File: src/rtl/pairadd_pkg.sv
package pairadd_pkg;

    localparam int BYTE_W     = 8;
    localparam int RF_AW      = 5;
    localparam int IMM_W      = 6;
    localparam int SEL_W      = 2;
    localparam int INSTR_W    = 16;
    localparam int BASE_REG   = 24;
    localparam logic [7:0] OPC_HI = 8'h96;

    // status byte bit positions
    localparam int FL_C = 0;
    localparam int FL_Z = 1;
    localparam int FL_N = 2;
    localparam int FL_V = 3;
    localparam int FL_S = 4;

    typedef enum logic [1:0] {
        ST_IDLE = 2'd0,
        ST_LOW  = 2'd1,
        ST_HIGH = 2'd2
    } seq_state_e;

    typedef struct packed {
        logic             hit;
        logic [SEL_W-1:0] sel;
        logic [IMM_W-1:0] imm;
    } dec_t;

    typedef struct packed {
        logic              cout;
        logic [BYTE_W-1:0] sum;
    } add_res_t;

    function automatic dec_t decode_word(input logic [INSTR_W-1:0] w);
        dec_t d;
        d.hit = (w[15:8] == OPC_HI);
        d.sel = w[5:4];
        d.imm = {w[7:6], w[3:0]};
        return d;
    endfunction

    function automatic logic [RF_AW-1:0] low_reg(input logic [SEL_W-1:0] sel);
        return RF_AW'(BASE_REG) + RF_AW'({sel, 1'b0});
    endfunction

endpackage

File: src/rtl/pairadd_decode.sv
module pairadd_decode
    import pairadd_pkg::*;
(
    input  logic [INSTR_W-1:0] instr_i,
    output dec_t               dec_o
);
    always_comb dec_o = decode_word(instr_i);
endmodule

File: src/rtl/pairadd_byte_add.sv
module pairadd_byte_add
    import pairadd_pkg::*;
#(
    parameter int W = BYTE_W
) (
    input  logic [W-1:0] a_i,
    input  logic [W-1:0] b_i,
    input  logic         cin_i,
    output add_res_t     res_o
);
    logic [W:0] full;
    always_comb begin
        full  = {1'b0, a_i} + {1'b0, b_i} + {{W{1'b0}}, cin_i};
        res_o = {full[W], full[W-1:0]};
    end
endmodule

File: src/rtl/pairadd_flags.sv
module pairadd_flags
    import pairadd_pkg::*;
(
    input  logic [BYTE_W-1:0] base_i,      // status byte latched with start
    input  logic              old_msb_i,   // high byte sign before the add
    input  logic              new_msb_i,   // high byte sign after the add
    input  logic              lo_zero_i,
    input  logic              hi_zero_i,
    output logic [BYTE_W-1:0] sreg_o
);
    logic v;
    always_comb begin
        v            = new_msb_i & ~old_msb_i;
        sreg_o       = base_i;
        sreg_o[FL_C] = old_msb_i & ~new_msb_i;
        sreg_o[FL_Z] = lo_zero_i & hi_zero_i;
        sreg_o[FL_N] = new_msb_i;
        sreg_o[FL_V] = v;
        sreg_o[FL_S] = new_msb_i ^ v;
    end
endmodule

File: src/rtl/pairadd_seq.sv
module pairadd_seq
    import pairadd_pkg::*;
(
    input  logic               clk,
    input  logic               rst,
    input  logic               start_i,
    input  logic [INSTR_W-1:0] instr_i,
    input  logic [BYTE_W-1:0]  sreg_i,
    output logic [RF_AW-1:0]   rf_raddr_o,
    input  logic [BYTE_W-1:0]  rf_rdata_i,
    output logic               rf_we_o,
    output logic [RF_AW-1:0]   rf_waddr_o,
    output logic [BYTE_W-1:0]  rf_wdata_o,
    output logic               busy_o,
    output logic               done_o,
    output logic [BYTE_W-1:0]  sreg_o
);

    seq_state_e        state_q;
    logic [SEL_W-1:0]  sel_q;
    logic [IMM_W-1:0]  imm_q;
    logic [BYTE_W-1:0] base_q;
    logic              carry_q;
    logic              lo_zero_q;
    logic [BYTE_W-1:0] sreg_q;
    logic              done_q;

    dec_t              dec;
    add_res_t          add_res;
    logic [BYTE_W-1:0] add_b;
    logic              add_cin;
    logic [RF_AW-1:0]  cur_addr;
    logic [BYTE_W-1:0] flags_next;

    pairadd_decode u_dec (
        .instr_i (instr_i),
        .dec_o   (dec)
    );

    // one byte adder shared by both cycles: constant in the low cycle, carry in the high
    always_comb begin
        add_b   = (state_q == ST_LOW) ? {{(BYTE_W-IMM_W){1'b0}}, imm_q} : '0;
        add_cin = (state_q == ST_HIGH) ? carry_q : 1'b0;
    end

    pairadd_byte_add #(.W(BYTE_W)) u_add (
        .a_i   (rf_rdata_i),
        .b_i   (add_b),
        .cin_i (add_cin),
        .res_o (add_res)
    );

    pairadd_flags u_flags (
        .base_i    (base_q),
        .old_msb_i (rf_rdata_i[BYTE_W-1]),
        .new_msb_i (add_res.sum[BYTE_W-1]),
        .lo_zero_i (lo_zero_q),
        .hi_zero_i (add_res.sum == '0),
        .sreg_o    (flags_next)
    );

    always_comb begin
        cur_addr   = low_reg(sel_q) + ((state_q == ST_HIGH) ? RF_AW'(1) : RF_AW'(0));
        rf_raddr_o = cur_addr;
        rf_waddr_o = cur_addr;
        rf_wdata_o = add_res.sum;
        rf_we_o    = (state_q != ST_IDLE);
        busy_o     = (state_q != ST_IDLE);
        done_o     = done_q;
        sreg_o     = sreg_q;
    end

    always_ff @(posedge clk) begin
        if (rst) begin
            state_q   <= ST_IDLE;
            sel_q     <= '0;
            imm_q     <= '0;
            base_q    <= '0;
            carry_q   <= 1'b0;
            lo_zero_q <= 1'b0;
            sreg_q    <= '0;
            done_q    <= 1'b0;
        end else begin
            done_q <= 1'b0;
            case (state_q)
                ST_IDLE: begin
                    if (start_i && dec.hit) begin
                        sel_q   <= dec.sel;
                        imm_q   <= dec.imm;
                        base_q  <= sreg_i;
                        state_q <= ST_LOW;
                    end
                end
                ST_LOW: begin
                    carry_q   <= add_res.cout;
                    lo_zero_q <= (add_res.sum == '0);
                    state_q   <= ST_HIGH;
                end
                ST_HIGH: begin
                    sreg_q  <= flags_next;
                    done_q  <= 1'b1;
                    state_q <= ST_IDLE;
                end
                default: state_q <= ST_IDLE;
            endcase
        end
    end

    AST_BUSY_HOLDS: assert property (@(posedge clk) disable iff (rst)
        $rose(busy_o) |=> busy_o);
    AST_BUSY_ENDS: assert property (@(posedge clk) disable iff (rst)
        (busy_o && $past(busy_o)) |=> !busy_o);
    AST_DONE_AFTER_BUSY: assert property (@(posedge clk) disable iff (rst)
        done_o |-> (!busy_o && $past(busy_o)));
    AST_FIRST_WRITE_EVEN: assert property (@(posedge clk) disable iff (rst)
        $rose(rf_we_o) |-> (!rf_waddr_o[0] && rf_waddr_o >= RF_AW'(BASE_REG)));
    AST_SECOND_WRITE_NEXT: assert property (@(posedge clk) disable iff (rst)
        (rf_we_o && $past(rf_we_o)) |-> (rf_waddr_o == $past(rf_waddr_o) + RF_AW'(1)));
    AST_CV_EXCLUSIVE: assert property (@(posedge clk) disable iff (rst)
        done_o |-> !(sreg_o[FL_C] && sreg_o[FL_V]));
    AST_ZERO_NONNEG: assert property (@(posedge clk) disable iff (rst)
        (done_o && sreg_o[FL_Z]) |-> (!sreg_o[FL_N] && !sreg_o[FL_S]));
    AST_SREG_HOLD: assert property (@(posedge clk) disable iff (rst)
        !done_o |-> $stable(sreg_o));

endmodule

File: config.mk
export PLATFORM = sky130hd
export DESIGN_NAME = pairadd_seq
export DESIGN_NICKNAME = d
export VERILOG_FILES = /design/src/rtl/pairadd_pkg.sv /design/src/rtl/pairadd_decode.sv /design/src/rtl/pairadd_byte_add.sv /design/src/rtl/pairadd_flags.sv /design/src/rtl/pairadd_seq.sv
export SDC_FILE = /design/constraint.sdc
export NUM_CORES = 1
export LEC_CHECK = 0
export ABC_AREA = 1
export BUFFER_PORTS_ARGS = -buffer_cell sky130_fd_sc_hd__buf_2
export CAP_MARGIN = 20
export CORE_UTILIZATION = 47
export CTS_CLUSTER_SIZE = 14
export DETAILED_ROUTE_END_ITERATION = 8
export PLACE_DENSITY = 0.79
export SLEW_MARGIN = 20
export SYNTH_ARGS = -nofsm -noshare
export SYNTH_HDL_FRONTEND = slang
export SYNTH_SLANG_ARGS = --single-unit
File: constraint.sdc
create_clock -name clk -period 3.4 [get_ports clk]
set_clock_uncertainty 0.15 [all_clocks]
set_input_delay 0.68 -clock clk [delete_from_list [all_inputs] [get_ports clk]]
set_output_delay 0.68 -clock clk [all_outputs]
set_load 0.005 [all_outputs]
# Word-level counts from Yosys, hierarchy flattened

Cells that the tools add are included.

Register bits: 29
Input bits: 35
Output and inout bits: 29
Word-level logic and storage cells: 33

Add/sub/neg operators: 4
Equality and inequality tests: 4
Multiplexer cells: 6
Bitwise logic cells: 6
Reduce and logical (&&, ||, !) cells: 5

Operators with widths:

| cell                                           | number |
|---|---|
| adder 8 x 6 -> 9 bit                           | 1 |
| adder 9 x 1 -> 9 bit                           | 1 |
| == test 8 bit (second input constant)          | 1 |
| zero test 8 bit                                | 1 |
| 2-to-1 mux 6 bit                               | 1 |
| adder 4 x 4 -> 5 bit (first input constant)    | 1 |
| adder 5 x 1 -> 5 bit                           | 1 |
| one-hot mux 2 bit (2 select lines)             | 1 |
| bitwise AND 1 bit                              | 3 |
| 2-to-1 mux 1 bit                               | 3 |
| == test 2 x 1 -> 1 bit (second input constant) | 1 |
| == test 2 bit (second input constant)          | 1 |
| zero test 2 bit                                | 1 |
| 2-to-1 mux 2 bit                               | 1 |
| inequality test 2 bit (second input constant)  | 1 |
| NOT 1 bit                                      | 2 |
| AND reduction 2 bit                            | 1 |
| nonzero test 2 bit                             | 1 |
| logical AND 1 bit                              | 1 |
| XOR 1 bit                                      | 1 |

# Longest topological paths before layout

Depth after elaboration: 6
Mapped depth: 18
Depth with buffers taken out: 18

# Modules after synthesis

From an unflattened synthesis, not the netlist that was laid out.

Cell total of the unflattened synthesis: 246
Area, all modules: 1730.4 µm²

By module, submodules not included:

| module           | instances | cells each | area an instance (µm²) | sequential area each (µm²) |
|---|---|---|---|---|
| pairadd_seq      | 1         | 157        | 1184.9                 | 580.6 |
| pairadd_byte_add | 1         | 59         | 384.1                  | 0.0 |
| pairadd_decode   | 1         | 17         | 93.8                   | 0.0 |
| pairadd_flags    | 1         | 13         | 67.6                   | 0.0 |

# Worst setup path after synthesis

No wires, ideal clock.

Path type: register -> output
Start: register state_q[1]
End: output port rf_wdata_o[7]
Arrival time: 2097 ps
Required time: 2570 ps
Setup slack: 473 ps
Cell stages (with the launch flop): 14
Buffers on the path: 2
Cells stage by stage: dfxtp_1 -> inv_1 -> nor2_2 -> buf_2 -> nand2_1 -> fa_1 -> inv_1 -> nand3_2 -> nand3_2 -> nand2_2 -> a21oi_1 -> ha_1 -> inv_1 -> buf_4

RTL lines:

| element                | line              | text |
|---|---|---|
| from (decl)            | pairadd_seq.sv:19 | `seq_state_e state_q;` |
| from (signal assigned) | pairadd_seq.sv:75 | `state_q <= ST_IDLE;` |
| from (signal assigned) | pairadd_seq.sv:91 | `state_q <= ST_LOW;` |
| from (signal assigned) | pairadd_seq.sv:97 | `state_q <= ST_HIGH;` |
| to (decl)              | pairadd_seq.sv:13 | `output logic [BYTE_W-1:0] rf_wdata_o,` |

# Worst setup path after layout

Start: register state_q[0]
End: output port rf_wdata_o[7]

Word-level cells in the longest chain between the ends: 4
Elaborated cells on any way between the ends: 6
Classes of those cells: add/sub: 2; eq/ne: 2; mux: 2

Ends and longest elaborated chain:

| element                | line                   | text |
|---|---|---|
| == test 2 x 1 -> 1 bit | pairadd_seq.sv:42      | `add_b = (state_q == ST_LOW) ? {{(BYTE_W-IMM_W){1'b0}}, imm_q} : '0;` |
| 2-to-1 mux 6 bit       | pairadd_seq.sv:42      |  |
| adder 8 x 6 -> 9 bit   | pairadd_byte_add.sv:13 | `full = {1'b0, a_i} + {1'b0, b_i} + {{W{1'b0}}, cin_i};` |
| adder 9 x 1 -> 9 bit * | pairadd_byte_add.sv:13 |  |

Mark *: on every way between the ends. The rest lies on a longest branch, timed or not.

==> flow_metrics.py <==
metrics = {
    "power_and_ir_drop": {
        "p_int_mw": 0.427,
        "comb_power_share": 0.102,
        "p_leak_nw": 0.913,
        "power_density_mw_per_mm2": 308,
        "p_sw_mw": 0.113,
        "pwr-share-seq": 0.522,
        "max-vdd-ir-drop_v": 0.000306,
        "pwr-share-clk": 0.376,
        "swShare": 0.209,
    },
    "route": {
        "wirelength_mm": 2.67,
        "first_pass_iters": 4,
        "top_layer": "met4",
        "met2WireLength_mm": 1.22,
        "drc": 0,
        "drt-vias-per-instance": 4.59,
        "vias": 1261,
        "ant_nets": 0,
        "wl_per_cell_um": 9.72,
        "wl_met3_um": 149,
        "wl_met1_mm": 1.28,
        "drt_iter0_drc": 9,
    },
    "global_routing": {
        "overflow": 0,
        "grt_usage": 0.173,
        "grt_pass1_vias": 1128,
        "grt_max_degree": 23,
        "grt_pass1_wl_mm": 4.55,
        "antenna_found_initial": 0,
    },
    "hold_path": {
        "hp-class": "flip-flop to flip-flop",
    },
    "cts": {
        "cts_tree": "done",
        "cts.clk_slew.worst_paths_ns": 0.13,
        "clock_path_buffers": 2,
        "root_buffer": "clkbuf_4",
        "cts_buffers": 3,
        "htreeDepth": 1,
        "numClockSinks": 24,
        "clock_latency_ns": 0.31,
        "hold_buffers": 0,
    },
    "die": {
        "dieHeight_um": 58,
        "num_rows": 19,
        "die_w_um": 58,
        "start_util": 0.517,
        "core_mm2": 0.00285,
        "die-area_mm2": 0.00336,
        "io_pins": 64,
    },
    "timing": {
        "max_freq_mhz": 314,
        "tightest_slew_ns": 0.705,
        "report.final.slew_viol_count": 0,
        "min_period_over_period": 0.938,
        "setup-tns-final_ns": 0,
        "hold_viol_final": 0,
        "rsz0062_at_grt": "no",
        "setup_viol": 0,
        "min_period_ns": 3.19,
        "slew_headroom": 0.528,
    },
    "logic_synthesis": {
        "synth_warnings": 0,
        "syn_area_mm2": 0.00147,
        "netlist_top_cells_area": "dfxtp_1 33%, inv_1 9.2%, buf_4 8.1%, ha_1 6.8%, a21oi_1 6.5%",
        "yosys.area.top_type_share": 0.326,
        "ys.flop_type": "dfxtp_1",
        "synthArstFlopShare": 0,
        "synth.most_common_cell": "inv_1",
        "synth_common_cells": "36 x inv_1, 24 x dfxtp_1, 19 x a21oi_1, 19 x nor2_1, 19 x o21ai_0",
        "synth_edf_count": 0,
        "avgSynthCellArea_um2": 7.33,
        "synth_cell_type_count": 28,
        "yosys.area.top_type": "dfxtp_1",
        "netlist_instances": 201,
        "yosysSeqAreaShare": 0.326,
        "ys_ff_latch": 24,
    },
    "outcome": {
        "status": "finished, final reports clean",
    },
    "placement": {
        "gp_congestion": 0.805,
        "placedCellCount": 270,
        "port-buffer-count": 54,
        "dp_hpwl_mm": 2.17,
    },
    "critical_path": {
        "r2r_slack_ns": 0.64,
        "r2r-end": "lo_zero_q$_SDFFE_PP0N_",
        "reg2reg_depth": 16,
        "path_max_fanout": 6,
        "cp.arrival_ns": 2.36,
        "required_ns": 2.57,
        "endpoint": "rf_wdata_o[7]",
        "crit_type": "flip-flop to output port",
        "slowest_stage": "dfxtp_2",
        "cp_slowest_stage_delay_ns": 0.37,
        "cp-start-kind": "flip-flop",
        "worst_setup_path_end_kind": "output port",
        "startpoint": "state_q[0]$_SDFFE_PP0P_",
        "cp_cell_sequence": "inv_1, nor2_4, inv_2, nor2_1, ha_1, a21oi_1, nand3_2, nand2_2, a21oi_4, ha_1, inv_1, buf_2",
        "reg2reg_from": "state_q[0]$_SDFFE_PP0P_",
    },
    "layout": {
        "final_layout_size_suffix_gt1_frac": 0.373,
        "final_cells": 275,
        "nets": 290,
        "syn_to_final_growth_pct": 18.8,
        "insertedDiodeCount": 0,
    },
    "flow_run": {
        "maxCapViolations": 0,
    },
}
state kept, by name, indices dropped and copies added, names as in the netlist:
signal,flops
sreg_o,8
imm_q,6
base_q,3
sel_q,2
state_q,2
carry_q,1
done_o,1
lo_zero_q,1
layer usage:
metal | global-route usage | up-vias
met5 | 0 | -
met4 | 0.0408 | 0
met3 | 0.0469 | 2
met2 | 0.287 | 41
met1 | 0.225 | 525
li1 | - | 693
per-stage QoR:
| stage | total power [mW] | util | area, um^2 | hold slack, ns | setup WS (ns) |
|---|---|---|---|---|---|
| floorplan | 0.325 | - | 1490 | 0.274 | 0.473 |
| global placement | 0.341 | 0.584 | 1670 | 0.283 | 0.275 |
| detailed placement | 0.342 | 0.584 | 1670 | 0.292 | 0.236 |
| CTS | 0.545 | 0.604 | 1720 | 0.311 | 0.0157 |
| global route | 0.571 | 0.614 | 1750 | 0.329 | 0.00747 |
| finish | 0.540 | 0.614 | 1750 | 0.307 | 0.210 |
how the worst min path moves through the flow:
stage | startpoint | to | slack, ns | cells after the start
2_1_floorplan | imm_q[0]$_SDFFE_PP0P_ | imm_q[0]$_SDFFE_PP0P_ | 0.27 | 2
3_3_place_gp | imm_q[0]$_SDFFE_PP0P_ | imm_q[0]$_SDFFE_PP0P_ | 0.28 | 2
3_5_place_dp | imm_q[0]$_SDFFE_PP0P_ | imm_q[0]$_SDFFE_PP0P_ | 0.29 | 2
4_1_cts | imm_q[0]$_SDFFE_PP0P_ | imm_q[0]$_SDFFE_PP0P_ | 0.31 | 2
5_1_grt | imm_q[4]$_SDFFE_PP0P_ | imm_q[4]$_SDFFE_PP0P_ | 0.33 | 2
6_report | imm_q[0]$_SDFFE_PP0P_ | imm_q[0]$_SDFFE_PP0P_ | 0.31 | 2
layout by cell type, fill, tap and decap left out:
cell type   n
nand3b_1    3
nor2_1     17
conb_1      4
nand3_2     5
dfxtp_1    22
a21oi_2     1
clkinv_1    1
clkbuf_4    3
inv_1      35
fa_1        2
buf_2      54
nand4_2     1
dfxtp_2     2
o211ai_1    1
nand2_2     9
nand4_1     2
a21oi_4     1
nor3_2      1
nand2_1    16
nor2_4      2
bufinv_16   1
o21ai_0    19
o21ai_1     1
nand3_1     3
buf_4       3
inv_2       4
a21oi_1    18
ha_1        8
nor3_1      1
nor2_2      4
final cells by class:
type                       count  area [um^2]
sequential                    24          483
inverter                      40          150
fill                         271         1100
tap                           31         38.8
clock inverter                 1         30.0
clock buffer                   3         22.5
multi-input combinational    119          733
timing repair buffer          57          293
repair_timing:
action	4_1_cts	5_1_grt
setup endpoints to repair	1	2
pin swaps	0	1
buffers inserted	0	1
gates cloned	0	0
gates resized for setup	1	7
cells by family (layout without fill, tap and decap cells):
kind of cell,after synthesis,in the layout,synth area share
compound gates,41,41,0.143
simple gates,64,64,0.234
fa+ha+maj,10,10,0.0951
flops,24,24,0.326
buf+inv,61,101,0.199
other cells,1,4,0.00254
worst max-delay path, delay by kind of cell (launching register included):
kind | cells | cell delay, ns
AOI/OAI and AO/OA | 2 | 0.30
adders and majority gates | 2 | 0.60
buffers and inverters | 4 | 0.32
DFF | 1 | 0.37
and+or+nand+nor | 4 | 0.46
power groups by stage:
stage | clock [mW] | combinational, mW | sequential [mW]
final | 0.203 | 0.0550 | 0.282
after detailed placement | 0 | 0.0540 | 0.288
after CTS | 0.209 | 0.0542 | 0.282
after global placement | 0 | 0.0535 | 0.288
after floorplan | 0 | 0.0375 | 0.288
after global routing | 0.227 | 0.0623 | 0.282
(Power assumes the default switching activity.)
